[src/rtl/tk_pkg.sv]
package tk_pkg;

  typedef struct packed {
    logic       stop;
    logic [6:0] sec;
    logic       osc_f;
    logic [6:0] min;
    logic       ceb;
    logic       cb;
    logic [5:0] hr;
    logic [2:0] dow;
    logic [5:0] date;
    logic [4:0] mon;
    logic [7:0] yr;
  } tk_regs_t;

  localparam tk_regs_t TK_RESET = '{
    stop: 1'b0, sec: 7'h00, osc_f: 1'b1, min: 7'h00, ceb: 1'b0, cb: 1'b0,
    hr: 6'h00, dow: 3'd1, date: 6'h01, mon: 5'h01, yr: 8'h00
  };

  // true when a BCD field must return to its minimum on the next increment
  function automatic logic bcd_wrap(input logic [7:0] v, input logic [7:0] lim);
    return v >= lim;
  endfunction

  // next BCD value of a field; out-of-range values fall back to lo
  function automatic logic [7:0] bcd_next(input logic [7:0] v, input logic [7:0] lim,
                                          input logic [7:0] lo);
    if (v >= lim) return lo;
    if (v[3:0] >= 4'd9) return {v[7:4] + 4'd1, 4'd0};
    return {v[7:4], v[3:0] + 4'd1};
  endfunction

endpackage

[src/rtl/tk_second_divider.sv]
module tk_second_divider #(
  parameter int TICKS_PER_SEC = 256
) (
  input  logic clk,
  input  logic rst_n,
  input  logic sub_tick,
  input  logic halt,
  input  logic clear,
  output logic sec_pulse
);
  localparam int DIV_W = (TICKS_PER_SEC > 1) ? $clog2(TICKS_PER_SEC) : 1;
  localparam logic [DIV_W-1:0] LAST = DIV_W'(TICKS_PER_SEC - 1);

  logic [DIV_W-1:0] cnt_q;
  logic             step;

  assign step      = sub_tick && !halt && !clear;
  assign sec_pulse = step && (cnt_q == LAST);

  always_ff @(posedge clk) begin
    if (!rst_n || clear) cnt_q <= '0;
    else if (step) cnt_q <= (cnt_q == LAST) ? '0 : cnt_q + 1'b1;
  end
endmodule

[src/rtl/tk_date_advance.sv]
module tk_date_advance
  import tk_pkg::*;
(
  input  tk_regs_t cur,
  output tk_regs_t nxt
);
  logic       leap;
  logic [7:0] mlen;
  logic c_s, c_m, c_h, c_d, c_mo, c_y;

  // year divisible by four: 2*tens + units == 0 mod 4
  assign leap = (2'({cur.yr[4], 1'b0}) + cur.yr[1:0]) == 2'd0;

  always_comb begin
    case ({3'b000, cur.mon})
      8'h02:                      mlen = leap ? 8'h29 : 8'h28;
      8'h04, 8'h06, 8'h09, 8'h11: mlen = 8'h30;
      default:                    mlen = 8'h31;
    endcase
  end

  assign c_s  = bcd_wrap({1'b0, cur.sec}, 8'h59);
  assign c_m  = bcd_wrap({1'b0, cur.min}, 8'h59);
  assign c_h  = bcd_wrap({2'b00, cur.hr}, 8'h23);
  assign c_d  = bcd_wrap({2'b00, cur.date}, mlen);
  assign c_mo = bcd_wrap({3'b000, cur.mon}, 8'h12);
  assign c_y  = bcd_wrap(cur.yr, 8'h99);

  always_comb begin
    nxt     = cur;
    nxt.sec = 7'(bcd_next({1'b0, cur.sec}, 8'h59, 8'h00));
    if (c_s) begin
      nxt.min = 7'(bcd_next({1'b0, cur.min}, 8'h59, 8'h00));
      if (c_m) begin
        nxt.hr = 6'(bcd_next({2'b00, cur.hr}, 8'h23, 8'h00));
        if (c_h) begin
          nxt.dow  = 3'(bcd_next({5'b00000, cur.dow}, 8'h07, 8'h01));
          nxt.date = 6'(bcd_next({2'b00, cur.date}, mlen, 8'h01));
          if (c_d) begin
            nxt.mon = 5'(bcd_next({3'b000, cur.mon}, 8'h12, 8'h01));
            if (c_mo) begin
              nxt.yr = bcd_next(cur.yr, 8'h99, 8'h00);
              if (c_y && cur.ceb) nxt.cb = ~cur.cb;
            end
          end
        end
      end
    end
  end
endmodule

[src/rtl/tk_user_copy.sv]
module tk_user_copy
  import tk_pkg::*;
(
  input  logic     clk,
  input  logic     rst_n,
  input  logic     freeze,
  input  tk_regs_t run,
  output tk_regs_t user
);
  always_ff @(posedge clk) begin
    if (!rst_n) user <= TK_RESET;
    else if (!freeze) user <= run;
  end
endmodule

[src/rtl/bcd_timekeeper.sv]
module bcd_timekeeper
  import tk_pkg::*;
#(
  parameter int TICKS_PER_SEC = 256
) (
  input  logic       clk,
  input  logic       rst_n,
  input  logic       sub_tick,
  input  logic       freeze,
  input  logic       wr_en,
  input  logic [2:0] wr_addr,
  input  logic [7:0] wr_data,
  input  logic [2:0] rd_addr,
  output logic [7:0] rd_data,
  output logic       stop_bit,
  output logic       osc_fail
);
  localparam logic [2:0] LAST_CLOCK_ADDR = 3'd6;

  tk_regs_t run_q, run_nxt, adv, user_q;
  logic     wr_hit, sec_pulse;

  assign wr_hit = wr_en && (wr_addr <= LAST_CLOCK_ADDR);

  tk_second_divider #(.TICKS_PER_SEC(TICKS_PER_SEC)) u_div (
    .clk(clk), .rst_n(rst_n), .sub_tick(sub_tick),
    .halt(run_q.stop), .clear(wr_hit), .sec_pulse(sec_pulse)
  );

  tk_date_advance u_adv (.cur(run_q), .nxt(adv));

  always_comb begin
    run_nxt = sec_pulse ? adv : run_q;
    if (wr_hit) begin
      case (wr_addr)
        3'd0: begin run_nxt.stop = wr_data[7]; run_nxt.sec = wr_data[6:0]; end
        3'd1: begin run_nxt.osc_f = wr_data[7]; run_nxt.min = wr_data[6:0]; end
        3'd2: begin
          run_nxt.ceb = wr_data[7];
          run_nxt.cb  = wr_data[6];
          run_nxt.hr  = wr_data[5:0];
        end
        3'd3:    run_nxt.dow  = wr_data[2:0];
        3'd4:    run_nxt.date = wr_data[5:0];
        3'd5:    run_nxt.mon  = wr_data[4:0];
        default: run_nxt.yr   = wr_data;
      endcase
    end
    if (run_q.stop) run_nxt.osc_f = 1'b1;
  end

  always_ff @(posedge clk) begin
    if (!rst_n) run_q <= TK_RESET;
    else run_q <= run_nxt;
  end

  tk_user_copy u_copy (
    .clk(clk), .rst_n(rst_n), .freeze(freeze), .run(run_q), .user(user_q)
  );

  always_comb begin
    case (rd_addr)
      3'd0:    rd_data = {user_q.stop, user_q.sec};
      3'd1:    rd_data = {user_q.osc_f, user_q.min};
      3'd2:    rd_data = {user_q.ceb, user_q.cb, user_q.hr};
      3'd3:    rd_data = {5'b00000, user_q.dow};
      3'd4:    rd_data = {2'b00, user_q.date};
      3'd5:    rd_data = {3'b000, user_q.mon};
      3'd6:    rd_data = user_q.yr;
      default: rd_data = 8'h00;
    endcase
  end

  assign stop_bit = run_q.stop;
  assign osc_fail = run_q.osc_f;
endmodule

[config.mk]
export PLATFORM = sky130hd
export DESIGN_NAME = bcd_timekeeper
export DESIGN_NICKNAME = d
export VERILOG_FILES = /design/src/rtl/tk_pkg.sv /design/src/rtl/tk_second_divider.sv /design/src/rtl/tk_date_advance.sv /design/src/rtl/tk_user_copy.sv /design/src/rtl/bcd_timekeeper.sv
export SDC_FILE = /design/constraint.sdc
export NUM_CORES = 1
export LEC_CHECK = 0
export BUFFER_PORTS_ARGS = -buffer_cell sky130_fd_sc_hd__buf_2
export CAP_MARGIN = 20
export CORE_ASPECT_RATIO = 1.4
export CORE_MARGIN = 3
export CORE_UTILIZATION = 41
export CTS_BUF_LIST = sky130_fd_sc_hd__clkbuf_4
export DETAILED_ROUTE_END_ITERATION = 8
export GPL_TIMING_DRIVEN = 1
export HOLD_SLACK_MARGIN = 0.06
export PLACE_DENSITY = 0.68
export RECOVER_POWER = 25
export SLEW_MARGIN = 20
export SYNTH_ARGS = -nofsm -noshare
export SYNTH_HDL_FRONTEND = slang
export SYNTH_SLANG_ARGS = --single-unit
export TNS_END_PERCENT = 5
[constraint.sdc]
create_clock -name clk -period 4.1 [get_ports clk]
set_input_delay 0.205 -clock clk [delete_from_list [all_inputs] [get_ports clk]]
set_output_delay 0.205 -clock clk [all_outputs]
set_load 0.01 [all_outputs]
# After elaboration in Yosys (flattened, before gate mapping)
# Index checks and enable logic that the tools add are counted.
# word_totals
elab_cells	195
out_inout_bits	10
regBits	100
in_bits	19
# op_classes
n_addsub	15
order_cmp	15
n_bitwise	2
reduce_logical	15
mux	108
n_eq_ne	17
# op_table
op	count
$mux 8	10
$mux 7	9
$mux 1	62
$mux 29	2
$pmux 8 s7	1
$mux 6	9
$mux 46	1
$mux 45	1
$add 4x1->4 const B	7
$mux 5	5
$ge 4x4->1 const B	6
$mux 22	1
$pmux 8 s2	1
$eq 3x3->1 const B	5
$mux 3	5
$ge 7x7->1 const B	2
$mux 13	1
$eq 3x2->1 const B	4
$eq 5x3->1 const B	2
$add 3x1->3 const B	3
$add 8x1->8 const B	1
$eq 8x8->1 const B	1
$ge 6x8->1	1
$ge 8x8->1 const B	1
other kinds (21)	31

# Logic depth before layout (Yosys ltp)
# logic_depth
ltp_word	25
ltp_mapped	11
depth_no_buf	11

# Hierarchy
# From an unflattened synthesis, not the netlist that was laid out.
# unflattened
cells_unflattened	717
hier_area_um2	6533.8
# modules_own_cells
mod	area_each_um2	cells_each	n_inst	seq_area_each_um2
bcd_timekeeper	2608.8	269	1	920.9
tk_user_copy	1770.4	148	1	920.9
tk_date_advance	1735.4	250	1	0.0
tk_second_divider	419.2	50	1	160.2

# Least setup slack after synthesis
# Ideal clock, no wire load.
# synth_timing
kind	reg-to-reg
from	register run_q[9] (netlist name)
to	register run_q[17] (netlist name)
arrival_ns	2.909
synth_period_minus_slack_ns	2.983
required_time_ns	4.026
path_buffers	0
path_stages_with_launch	11
slack_ns	1.117
setup_ns	0.074
path_cell_list	dfxtp_1 ha_1 nor4b_1 o21ai_0 o211a_1 ha_1 or4b_1 a22oi_1 nor2_1 or4_1 a31oi_1
# synth_between
elab_chain_len	15
elab_cells_between_ends	19
classes_between	order compare (1); eq/ne (5); mux (12); reduce/logical (1)
# synth_lines
item	line_no	source
start, declared	bcd_timekeeper.sv:20	tk_regs_t run_q, run_nxt, adv, user_q;
start signal, assigned	bcd_timekeeper.sv:54	else run_q <= run_nxt;
$eq 5x3->1 (tied with other cells)	tk_date_advance.sv:15	case ({3'b000, cur.mon})
$reduce_or 4->1	tk_date_advance.sv:15	
$pmux 8 s2 *	tk_date_advance.sv:15	
$ge 6x8->1 *	tk_pkg.sv:30	if (v >= lim) return lo;
$mux 1 *	tk_pkg.sv:30	
$mux 1 *	tk_date_advance.sv:36	if (c_h) begin
$mux 1 *	tk_date_advance.sv:34	if (c_m) begin
$mux 1 *	tk_date_advance.sv:32	if (c_s) begin
$mux 6 *	tk_pkg.sv:31	if (v[3:0] >= 4'd9) return {v[7:4] + 4'd1, 4'd0};
$mux 22 *	tk_date_advance.sv:36	
$mux 29 *	tk_date_advance.sv:34	
$mux 29 *	tk_date_advance.sv:32	
$mux 45 *	bcd_timekeeper.sv:33	run_nxt = sec_pulse ? adv : run_q;
$mux 6	bcd_timekeeper.sv:35	case (wr_addr)
$mux 46 *	bcd_timekeeper.sv:34	if (wr_hit) begin
# Every way passes the cells marked *; elsewhere a longest branch is shown, timed or not. The select of a mux whose other input is x is not followed.
# A chain may end at the register's enable or synchronous reset.

# Worst setup path in the final report
# Same ends and word-level chain as after synthesis.

==> results_dict.tcl <==
set metrics [dict create \
    setup_ws_ns 0.557 \
    violations "max-capacitance violations, max-slew violations" \
    hold_path_end "osc_fail" \
    clockRootBuffer "clkbuf_4" \
    drive_above_1_share_pct 9.34 \
    fin_setup_tns_ns 0 \
    rsz0062_at_grt "false" \
    num_io_pins 29 \
    synth-edff-count 0 \
    grtUsageMet1_pct 27.3 \
    finalHoldViolCount 0 \
    die_y_um 147 \
    rows 50 \
    hold_path_depth 3 \
    ys_async_sr_fraction_pct 0 \
    start_kind "flip-flop" \
    slew_violations 100 \
    grt_util_met3_pct 2.55 \
    wl_um 16200 \
    fin_skew_ns 0.0114 \
    cts.sinks 100 \
    cp-end-kind "flip-flop" \
    netlist_instances 676 \
    wl_per_cell_um 18.7 \
    synthesis.area_um2 5830 \
    max_freq_mhz 282 \
    drt_drc_violations_left 0 \
    synth.avg_cell_area_um2 8.62 \
    tritoncts "yes" \
    vias_per_cell 6.07 \
    io_buffers 28 \
    fp.dieArea_um2 15700 \
    hpwl_um 11900 \
    place_congestion 0.948 \
    cts_buffers 9 \
    hold_path.class "input port to flip-flop" \
    cap_viol_max_count 2 \
    reg2reg_slack_ns 0.56 \
    dr_total_vias 5265 \
    ys_types 71 \
    core_um2 13600 \
    grt.overflow.total 0 \
    use_met2_pct 33.6 \
    final_core_util_pct 45.6 \
    slew_headroom_pct -47.5 \
    crit_type "flip-flop to flip-flop" \
    power.density_nw_per_um2 290 \
    r2r_start "run_q[9]" \
    cts_buffer_depth 2 \
    dpl_worst_slack_ns 0.656 \
    grt_pass1_vias 4992 \
    r2r.worst_path.cells 10 \
    crit_required_ns 4.49 \
    period_share_pct 86.4 \
    clk_pin_slew_ns 0.16 \
    ir_worst_vdd_mv 0.142 \
    syn-num-nets 728 \
    start_util_pct 42.7 \
    grt_max_degree 61 \
    setup_violations 0 \
    antenna_found_initial 1 \
    nets 732 \
    worstPathMaxFanout 9 \
    synth-seq-area-share_pct 34.4 \
    ant_nets 0 \
    first_pass_iters 5 \
    track_usage_pct 20.7 \
    r2r-end "run_q[17]" \
    post-route-min-period_ns 3.54 \
    p_leak_nw 2.34 \
    post_cts_resized 0 \
    grt_pass1_wl_um 26000 \
    htreeDepth 3 \
    dr.first_iter.drc_count 478 \
    yosys_warnings 0 \
    outcome "finished, violations left" \
    hp-start "wr_data[7]" \
    busiest_layer "met2" \
    syn_to_final_growth_pct 6.72 \
    clock_latency_ns 0.46 \
    worst_pin_slew_ns 2.21 \
    synth-seq-cells 100 \
    die_w_um 107 \
    cp.arrival_ns 3.94 \
    synthFlopType "dfxtp_1" \
]
worst max-delay path: stages (launching register included):
cell and delay (ns):
dfxtp_1 0.49, ha_1 0.27, nor4b_1 0.44, o21ai_0 0.17
o211a_1 0.15, ha_1 0.26, or4b_1 0.52, a22oi_1 0.28
nor2_1 0.24, or4_1 0.47, a31oi_1 0.18
state kept, by name, summed over array words and instances, names as in the netlist:
| name | count |
|---|---|
| osc_fail | 1 |
| u_copy.user | 46 |
| u_div.cnt_q | 8 |
| run_q | 44 |
| stop_bit | 1 |
report_power, final:
group	leakage, nW	total (mW)	switching, mW	internal, mW
Sequential	0.812	1.05	0.0496	1.00
Combinational	1.46	0.213	0.123	0.0897
Clock	0.0744	0.535	0.341	0.194
Yosys cell counts (3+ instances only):
master | count | area [µm²]
nand3_1 | 27 | 135
clkbuf_1 | 35 | 131
dfxtp_1 | 100 | 2000
nor3b_1 | 3 | 22.5
or3_1 | 3 | 18.8
nor3_1 | 14 | 70.1
and2_1 | 3 | 18.8
inv_1 | 27 | 101
a311oi_1 | 3 | 26.3
nor2_1 | 39 | 146
mux2i_1 | 56 | 561
ha_1 | 33 | 413
nor4_1 | 6 | 37.5
o32ai_1 | 4 | 35.0
a21oi_1 | 18 | 90.1
xor2_1 | 8 | 70.1
mux2_2 | 4 | 45.0
nand4b_1 | 6 | 52.6
a31oi_1 | 34 | 213
o31ai_1 | 8 | 60.1
buf_1 | 4 | 15.0
or4_1 | 3 | 22.5
nand2b_1 | 3 | 18.8
o21ai_0 | 55 | 275
mux4_2 | 4 | 90.1
and3_1 | 6 | 37.5
o211ai_1 | 8 | 60.1
o31a_1 | 4 | 35.0
nand4_1 | 12 | 75.1
nand2_1 | 42 | 158
a21o_1 | 3 | 22.5
nor2b_1 | 47 | 294
kinds of logic (layout without fill, tap and decap cells):
| group | after synthesis | in the layout | synth area share, % |
|---|---|---|---|
| buffers and inverters | 69 | 78 | 4.60 |
| AOI/OAI and AO/OA | 170 | 170 | 18.9 |
| DFF | 100 | 100 | 34.4 |
| adders and majority gates | 33 | 33 | 7.09 |
| xor gates and xnor gates | 9 | 9 | 1.35 |
| other | 0 | 1 | 0 |
| and+or+nand+nor | 231 | 231 | 21.7 |
| muxes | 64 | 64 | 11.9 |
layout by cell type (no fill, tap or decap), types with 3 or more instances in the layout:
cell,n
nand4_1,12
clkbuf_1,5
nand4b_1,6
mux2i_1,56
o32ai_1,4
nor3b_1,3
o31a_1,4
a21o_1,3
o21ai_0,55
or3_1,3
mux4_2,4
nor2b_1,47
nor3_1,14
o211ai_1,8
nand2b_1,3
or4_1,3
mux2_2,4
and2_1,3
o31ai_1,8
buf_4,4
a31oi_1,34
a21oi_1,18
buf_2,24
inv_1,27
ha_1,33
nand2_1,42
nor2_1,39
a311oi_1,3
and3_1,6
clkbuf_4,10
dfxtp_1,100
xor2_1,8
nor4_1,6
nand3_1,27
final cells by class:
| class | instances | area (µm²) |
|---|---|---|
| antenna | 1 | 2.50 |
| clock buffer | 10 | 75.1 |
| clock inverter | 6 | 63.8 |
| fill | 1403 | 7420 |
| inverter | 27 | 101 |
| multi-input combinational | 507 | 3560 |
| sequential | 100 | 2000 |
| tap | 182 | 228 |
| timing repair buffer | 35 | 189 |
routing by layer:
metal | wire, µm | part of all wire [%] | up-vias
li1 | - | - | 2512
met1 | 7150 | 44 | 2497
met2 | 7570 | 47 | 217
met3 | 860 | 5.3 | 39
met4 | 627 | 3.9 | 0
met5 | 0 | 0 | -
per-stage QoR:
| stage | instances | total power [mW] | area [µm²] | hold WS [ns] |
|---|---|---|---|---|
| final | 868 | 1.80 | 6220 | 0.0890 |
| after global routing | 868 | 1.87 | 6220 | 0.0935 |
| after CTS | 867 | 1.81 | 6220 | 0.0727 |
| after detailed placement | 849 | 1.28 | 6060 | 0.463 |
| after global placement | 849 | 1.27 | 6060 | 0.451 |
| after floorplan | 676 | 1.21 | 5830 | 0.336 |
worst max path at each step:
stage	startpoint	end	slack [ns]	depth (start not counted)
CTS	run_q[9]	run_q[17]	0.62	10
global route	run_q[9]	run_q[17]	0.28	10
detailed placement	run_q[9]	run_q[17]	0.66	10
floorplan	run_q[9]	run_q[17]	1.12	10
finish	run_q[9]	run_q[17]	0.56	10
global placement	run_q[9]	run_q[17]	0.85	10
timing repair:
item                                   CTS  global route
endpoints found under the hold margin    2             0
buffers inserted                         0             0
hold buffers                             2             0
No activity file was read; power rests on OpenSTA's default activity.
